### config.mk
export PLATFORM = sky130hd
export DESIGN_NAME = xbar_dbuf
export DESIGN_NICKNAME = d
export VERILOG_FILES = /design/src/rtl/xbar_pkg.sv /design/src/rtl/xbar_ctl.sv /design/src/rtl/xbar_ranks.sv /design/src/rtl/xbar_lane.sv /design/src/rtl/xbar_dbuf.sv
export SDC_FILE = /design/constraint.sdc
export NUM_CORES = 1
export LEC_CHECK = 0
export BUFFER_PORTS_ARGS = -buffer_cell sky130_fd_sc_hd__buf_2
export CAP_MARGIN = 20
export CORE_MARGIN = 3
export CORE_UTILIZATION = 60
export DETAILED_ROUTE_END_ITERATION = 10
export GPL_TIMING_DRIVEN = 1
export PLACE_DENSITY_LB_ADDON = 0.12
export SLEW_MARGIN = 20
export SYNTH_ARGS = -nofsm -noshare
export SYNTH_HDL_FRONTEND = slang
export SYNTH_SLANG_ARGS = --single-unit
### constraint.sdc
create_clock -name clk -period 3.1 [get_ports clk]
set_input_delay 0.31 -clock clk [delete_from_list [all_inputs] [get_ports clk]]
set_output_delay 0.31 -clock clk [all_outputs]
set_load 0.01 [all_outputs]
### src/rtl/xbar_pkg.sv
package xbar_pkg;
  // One-cycle control events after sampling, edge detection and priority.
  typedef struct packed {
    logic clear;
    logic stage;
    logic commit;
  } xbar_ev_t;
endpackage

### src/rtl/xbar_ctl.sv
module xbar_ctl
  import xbar_pkg::*;
#(
  parameter int SRC_W = 3,
  parameter int DST_W = 3
) (
  input  logic             clk,
  input  logic             rst_n,
  input  logic             sel,
  input  logic             stage_stb,
  input  logic             commit_stb,
  input  logic             clear_stb,
  input  logic             park,
  input  logic [SRC_W-1:0] src_addr,
  input  logic [DST_W-1:0] dst_addr,
  output xbar_ev_t         ev,
  output logic             sel_q,
  output logic             park_q,
  output logic [SRC_W-1:0] src_q,
  output logic [DST_W-1:0] dst_q
);
  logic [2:0] stb_q, stb_prev, rise;

  // All control lines are sampled together so data lines up with its strobe.
  always_ff @(posedge clk) begin
    if (!rst_n) begin
      stb_q    <= '0;
      stb_prev <= '0;
      sel_q    <= 1'b0;
      park_q   <= 1'b1;
      src_q    <= '0;
      dst_q    <= '0;
    end else begin
      stb_q    <= {clear_stb, stage_stb, commit_stb};
      stb_prev <= stb_q;
      sel_q    <= sel;
      park_q   <= park;
      src_q    <= src_addr;
      dst_q    <= dst_addr;
    end
  end

  assign rise = stb_q & ~stb_prev & {3{sel_q}};

  // Clear overrides both other events.
  always_comb begin
    ev.clear  = rise[2];
    ev.stage  = rise[1] & ~rise[2];
    ev.commit = rise[0] & ~rise[2];
  end
endmodule

### src/rtl/xbar_ranks.sv
module xbar_ranks
  import xbar_pkg::*;
#(
  parameter int N_OUT = 8,
  parameter int SRC_W = 3,
  parameter int DST_W = 3,
  localparam int ENT_W = SRC_W + 1
) (
  input  logic                         clk,
  input  logic                         rst_n,
  input  xbar_ev_t                     ev,
  input  logic                         park_q,
  input  logic [SRC_W-1:0]             src_q,
  input  logic [DST_W-1:0]             dst_q,
  output logic [N_OUT-1:0][ENT_W-1:0]  live
);
  localparam logic [ENT_W-1:0] PARKED = {{SRC_W{1'b0}}, 1'b1};

  logic [N_OUT-1:0][ENT_W-1:0] staged, staged_nxt;
  logic [ENT_W-1:0]            clr_ent;

  assign clr_ent = {{SRC_W{1'b0}}, park_q};

  for (genvar o = 0; o < N_OUT; o++) begin : g_ent
    // Forwarded value lets a coincident commit pick up the new write.
    assign staged_nxt[o] = (ev.stage && dst_q == DST_W'(o)) ? {src_q, park_q}
                                                             : staged[o];

    always_ff @(posedge clk) begin
      if (!rst_n) begin
        staged[o] <= PARKED;
        live[o]   <= PARKED;
      end else if (ev.clear) begin
        staged[o] <= clr_ent;
        live[o]   <= clr_ent;
      end else begin
        staged[o] <= staged_nxt[o];
        if (ev.commit) live[o] <= staged_nxt[o];
      end
    end
  end
endmodule

### src/rtl/xbar_lane.sv
module xbar_lane #(
  parameter int N_IN  = 8,
  parameter int SRC_W = 3
) (
  input  logic [N_IN-1:0]  lane_in,
  input  logic [SRC_W:0]   entry,
  output logic             bit_out,
  output logic             bit_oe
);
  logic [SRC_W-1:0] src;
  logic             hit;

  assign src     = entry[SRC_W:1];
  assign hit     = lane_in[src];
  assign bit_oe  = ~entry[0];
  assign bit_out = bit_oe & hit;
endmodule

### src/rtl/xbar_dbuf.sv
module xbar_dbuf
  import xbar_pkg::*;
#(
  parameter int N_IN  = 8,
  parameter int N_OUT = 8,
  localparam int SRC_W = $clog2(N_IN),
  localparam int DST_W = $clog2(N_OUT),
  localparam int ENT_W = SRC_W + 1
) (
  input  logic             clk,
  input  logic             rst_n,
  input  logic             sel,
  input  logic             stage_stb,
  input  logic             commit_stb,
  input  logic             clear_stb,
  input  logic             park,
  input  logic [SRC_W-1:0] src_addr,
  input  logic [DST_W-1:0] dst_addr,
  input  logic [N_IN-1:0]  lane_in,
  output logic [N_OUT-1:0] lane_out,
  output logic [N_OUT-1:0] lane_oe
);
  xbar_ev_t                    ev;
  logic                        sel_q, park_q;
  logic [SRC_W-1:0]            src_q;
  logic [DST_W-1:0]            dst_q;
  logic [N_OUT-1:0][ENT_W-1:0] live;

  xbar_ctl #(.SRC_W(SRC_W), .DST_W(DST_W)) ctl_i (
    .clk(clk), .rst_n(rst_n), .sel(sel), .stage_stb(stage_stb),
    .commit_stb(commit_stb), .clear_stb(clear_stb), .park(park),
    .src_addr(src_addr), .dst_addr(dst_addr), .ev(ev), .sel_q(sel_q),
    .park_q(park_q), .src_q(src_q), .dst_q(dst_q)
  );

  xbar_ranks #(.N_OUT(N_OUT), .SRC_W(SRC_W), .DST_W(DST_W)) ranks_i (
    .clk(clk), .rst_n(rst_n), .ev(ev), .park_q(park_q),
    .src_q(src_q), .dst_q(dst_q), .live(live)
  );

  for (genvar o = 0; o < N_OUT; o++) begin : g_lane
    xbar_lane #(.N_IN(N_IN), .SRC_W(SRC_W)) lane_i (
      .lane_in(lane_in), .entry(live[o]),
      .bit_out(lane_out[o]), .bit_oe(lane_oe[o])
    );
  end
endmodule

# --- Yosys cells after proc, flatten, opt, wreduce, memory -nomap -nowiden ---
# Index checks and enable logic that the tools add are counted.
totals:
  input_bits: 21
  out_inout_bits: 16
  wordCells: 135
  regBits: 78
op_classes:
  n_lt_le_gt_ge: 8
  reduce_logical: 11
  bitwise: 23
  n_eq_ne: 7
  n_mux: 48
ops:
  columns: ["op", "n"]
  rows:
  - ["3-bit by 4-bit less-than comparator with 1-bit output, second input constant", 8]
  - ["1-bit two-way mux", 32]
  - ["4-bit two-way mux", 8]
  - ["1-bit binary-select mux with 3-bit select", 8]
  - ["3-bit equality test, second input constant", 4]
  - ["1-bit bitwise AND", 10]
  - ["1-bit inverter", 10]
  - ["1-bit logical AND", 8]
  - ["3-bit bitwise AND", 2]
  - ["3-bit by 2-bit equality test with 1-bit output, second input constant", 2]
  - ["3-bit by 1-bit equality test with 1-bit output, second input constant", 1]
  - ["3-bit logical NOT", 1]
  - ["3-bit inverter", 1]
  - ["2-bit nonzero test", 1]
  - ["2-bit OR reduction", 1]

# --- Depth between registers and ports, before layout ---
depth:
  depth_word: 9
  mapped_depth: 6
  depth_no_buf: 4

# --- By module ---
# Synthesis repeated with hierarchy kept, for this count alone.
unflattened:
  cells_unflattened: 350
  area_unflattened_um2: 3414.5
modules_own_cells:
  columns: ["mod", "seq_area_each_um2", "cells_each", "area_per_inst_um2", "n_inst"]
  rows:
  - ["xbar_ranks", 1281.2, 253, 2393.5, 1]
  - ["xbar_lane", 0.0, 8, 75.1, 8]
  - ["xbar_ctl", 280.3, 33, 420.4, 1]

# --- Least setup slack after synthesis ---
# No wires, ideal clock.
synth_timing:
  path_type: "register to output"
  startpoint: "reg ranks_i.live[1] in the netlist's numbering"
  endpoint: "out lane_out[0]"
  t_arrival_ps: 1169
  path_slack_ps: 1621
  n_path_buf: 1
  required_ps: 2790
  stages_incl_launch_ff: 5
  cell_sequence: "dfxtp_1 -> mux4_2 -> mux2i_1 -> nor2_1 -> buf_4"
synth_between:
  elab_chain_len: 3
synth_rtl:
  columns: ["item", "line_no", "source"]
  rows:
  - ["start, declared", "xbar_ranks.sv:15", "output logic [N_OUT-1:0][ENT_W-1:0] live"]
  - ["start signal, assigned by index", "xbar_ranks.sv:35", "live[o] <= clr_ent;"]
  - ["start signal, assigned by index", "xbar_ranks.sv:38", "if (ev.commit) live[o] <= staged_nxt[o];"]
  - ["1-bit binary-select mux with 3-bit select", "xbar_lane.sv:14", "assign hit = lane_in[src];"]
  - ["1-bit two-way mux (implied by the code)", "xbar_lane.sv:14", null]
  - ["1-bit bitwise AND", "xbar_lane.sv:16", "assign bit_out = bit_oe & hit;"]
  - ["end, declared", "xbar_dbuf.sv:20", "output logic [N_OUT-1:0] lane_out,"]
# Every way passes these cells. The select of a mux whose other input is x is not followed.

# --- Worst setup path in the final report ---
layout_timing:
  startpoint: "reg ranks_i.live[25] in the netlist's numbering"
  endpoint: "out lane_out[6]"
# The elaborated chain is that of the path after synthesis.

==> results.md <==
- Run status: completed
- Share of post-route cells with drive strength above 1: 22.1%
- Die boundary width: between 80 and 90 µm
- Die Span Y: slightly above 80 µm
- Count of unresolved DRC violations after routing: 0
- Hold Path End: ctl_i.park_q
- Worst R2R Setup Slack: approximately 1.2 ns
- Detailed placer's ending HPWL: about 4600 µm
- Max stage delay on crit path: 0.51 ns
- Maximum operating frequency: about 490 MHz
- Post-layout worst setup margin: about 1.1 ns
- Nets in the synthesized netlist: 343
- Relative slew slack: 54.3%
- Initial antenna violation count: 0
- Share of Yosys cell area claimed by the top area cell type: approximately 46%
- Post-CTS Setup Inserts: 0
- Ports: 37
- Drt total wl: about 7000 µm
- Starting Density: 63.9%
- Launching point of the worst reg2reg path: ctl_i.sel_q
- Worst-path cell chain: mux4_2 > mux2i_1 > nor2_1 > buf_2
- Antenna violation net count after detailed routing: 0
- Gate count after technology mapping: roughly 320
- Via total after detailed routing: 2397
- Crit path capture type: primary output
- Placement Cell Area: approximately 3400 µm²
- Unrepaired setup endpoints after global routing: no
- Count of final hold-check violations: 0
- Max clock buf depth: 2
- Sort of element at the start of the critical path: register
- 1st-iter DRT viols: 174
- Worst EP required: roughly 2.8 ns
- Inserted Diodes: 0
- Path class of the lowest-slack min-delay path: input port to register
- Critical path data arrival time: about 1.7 ns
- Startpoint of the tightest hold check path: park
- Min Clock Period, post-route: slightly above 2 ns
- Gpl congestion: about 0.79
- Number of filler instances in the final layout: between 400 and 500
- Multi-input logic area: approximately 1600 µm²
- Leading cell types by total area after synthesis: dfxtp_1 (46%), mux2i_1 (12%), mux4_2 (11%)
- Hold path cells: 2
- Worst-path fanout max: 3
- Drt wl/cell: ~17 µm
- Final TNS setup: 0 ns
- Level count of the clock H-tree: 3
- Flip-flop and latch area: approximately 1600 µm²
- Final Cycle Share: approximately two thirds
- Congestion Overflow GR: 0
- Max-slew violation count: 0
- Vias per inst: roughly 5.9
- Total clock buffers created by CTS: 9
- Hold-fix buffer count after cts: 0
- Number of global-route vias before repair: ~2300
- Cells resized by post-CTS repair: 0
- Setup Slack @ Placement: about 1.2 ns
- Reg-to-reg critical path endpoint: ranks_i.live[20]
- Total non-filler cell area in the finished layout: 3660 µm²
- Total global routing track utilization: 23.5%
- Wire length of the first global-routing pass: between 10000 and 15000 µm
- Clock Skews: between 0.006 and 0.007 ns
- DR pass1 iterations: 4
- TritonCTS clock tree: done
- Area growth from synthesis to final layout: 8.76%
- Clock insertion delay at the later pin of the skew report: approximately 0.34 ns
- Power per cell area: roughly 560 nW/µm²
- Crit path kind: register to primary output
- Count of different cell masters after synthesis: 27
- Library cell contributing the largest single delay on the critical path: mux4_2
- Cell area after synthesis: around 3400 µm²
- FP Rows: 26
- Measured slew at the worst slew-check pin: a little under 0.7 ns
- Post-CTS clock slew at the launch and capture registers of the worst setup and hold paths: ~0.080 ns
- Sinks on the clock net: between 70 and 80
- Number of warning messages in the yosys log: 0
- Setup violation total in the final timing report: 0
- Sequential-to-total area share from yosys stat: a little under half
- Die ar.: around 6600 µm²
- Gate family responsible for the most delay along the worst path: multiplexers
- Number of max-cap violations: 0
- Worst reg2reg path depth: 4
- Buffers on Ports: 36
- Cell type contributing the most total cell area after synthesis: dfxtp_1
- Synthesis-stage register bit count: slightly below 80
- Largest net degree at the start of global routing: ~50
- Final #Nets: roughly 360
- Post-synthesis area per instance: roughly 10 µm²
- Count of buffer and inverter cells on the critical path: 1
- Pleak: ~1.6 nW
- Cell at the root of the clock tree: clkbuf_8
- Total core area: 5270 µm²
- Max VDD drop: between 0.0003 and 0.0004 V
-- worst reg2reg max path, stage by stage (launching register included) --
cell	delay [ns]
dfxtp_1	0.35
and3b_1	0.31
nor2b_4	0.47
o21ai_1	0.37
a2bb2oi_1	0.22
-- synth_stat cells (all sizes together) --
library cell and count:
mux2i 40, and4bb 1, and2 13, nor3b 2, dfxtp 78, nand2 10, and3b 1, inv 9
nand2b 3, nand3 4, a2bb2oi 8, mux4 16, and4b 1, o21ai 26, clkbuf 8, a41o 2
nor2 34, and3 2, a31oi 6, nor2b 4, buf 29, a21oi 25
-- how the worst max path moves through the flow --
stage	from	endpoint	slack (ns)	cells after the start
finish	ranks_i.live[25]	lane_out[6]	1.07	4
detailed placement	rst_n	ranks_i.live[20]	1.18	4
CTS	ranks_i.live[25]	lane_out[6]	1.06	4
global placement	rst_n	ranks_i.live[8]	1.26	4
global route	ranks_i.live[25]	lane_out[6]	0.97	4
floorplan	ranks_i.live[1]	lane_out[0]	1.62	4
-- where the power goes --
group          switching (W)  internal (W)
Combinational      0.0000718     0.0000620
Sequential         0.0000226       0.00102
Clock               0.000354      0.000519
-- metrics by stage --
step / util [%] / total power [W] / instances / hold WS [ns]
final: 69.5 / 0.00205 / 409 / 0.148
after global routing: 69.5 / 0.00213 / 409 / 0.135
after CTS: 69.5 / 0.00206 / 409 / 0.138
after detailed placement: 65.1 / 0.00120 / 393 / 0.451
after global placement: 65.1 / 0.00120 / 393 / 0.441
after floorplan: - / 0.00115 / 322 / 0.383
-- area by class of cell --
| cell class | instances | share of cell area, % |
|---|---|---|
| clock buffer | 13 | 4.61 |
| timing repair buffer | 38 | 5.33 |
| multi-input combinational | 198 | 42.4 |
| sequential | 78 | 42.6 |
| inverter | 9 | 0.922 |
| clock inverter | 3 | 1.78 |
| tap | 70 | 2.39 |
-- state kept, by name, summed over array words and instances (netlist names) --
register        count
ctl_i.sel_q         1
ranks_i.staged     32
ctl_i.stb_prev      3
ctl_i.src_q         3
ctl_i.stb_q         3
ranks_i.live       32
ctl_i.dst_q         3
ctl_i.park_q        1
-- placed cells by master (no fill, tap or decap), types with 3 or more instances in the layout --
cell type,count
a21oi_1,23
a2bb2oi_1,8
a31oi_1,6
and2_1,13
buf_2,36
clkbuf_8,12
dfxtp_1,78
inv_1,9
mux2i_1,40
mux4_2,16
nand2_1,10
nand2b_1,3
nand3_1,4
nor2_1,33
nor2b_1,3
o21ai_0,22
o21ai_1,4
-- cells by family (layout without fill, tap and decap cells) --
| group | count (synthesis) | count (layout) | synth area share [%] |
|---|---|---|---|
| flip-flops | 78 | 78 | 46.3 |
| AND/OR/NAND/NOR | 75 | 75 | 11.8 |
| AO/OA/AOI/OAI | 67 | 67 | 11.6 |
| multiplexers | 56 | 56 | 22.6 |
| buffers and inverters | 46 | 63 | 7.65 |
-- metal layers --
metal	vias up	wire length (µm)	global-route usage [%]	part of all wire [%]
met5	-	0	0	0
met4	0	71	8.28	1.0
met3	8	373	5.99	5.3
met2	68	3280	35.6	47
met1	1174	3290	32.8	47
li1	1147	-	-	-
No activity file was read; power rests on OpenSTA's default activity.
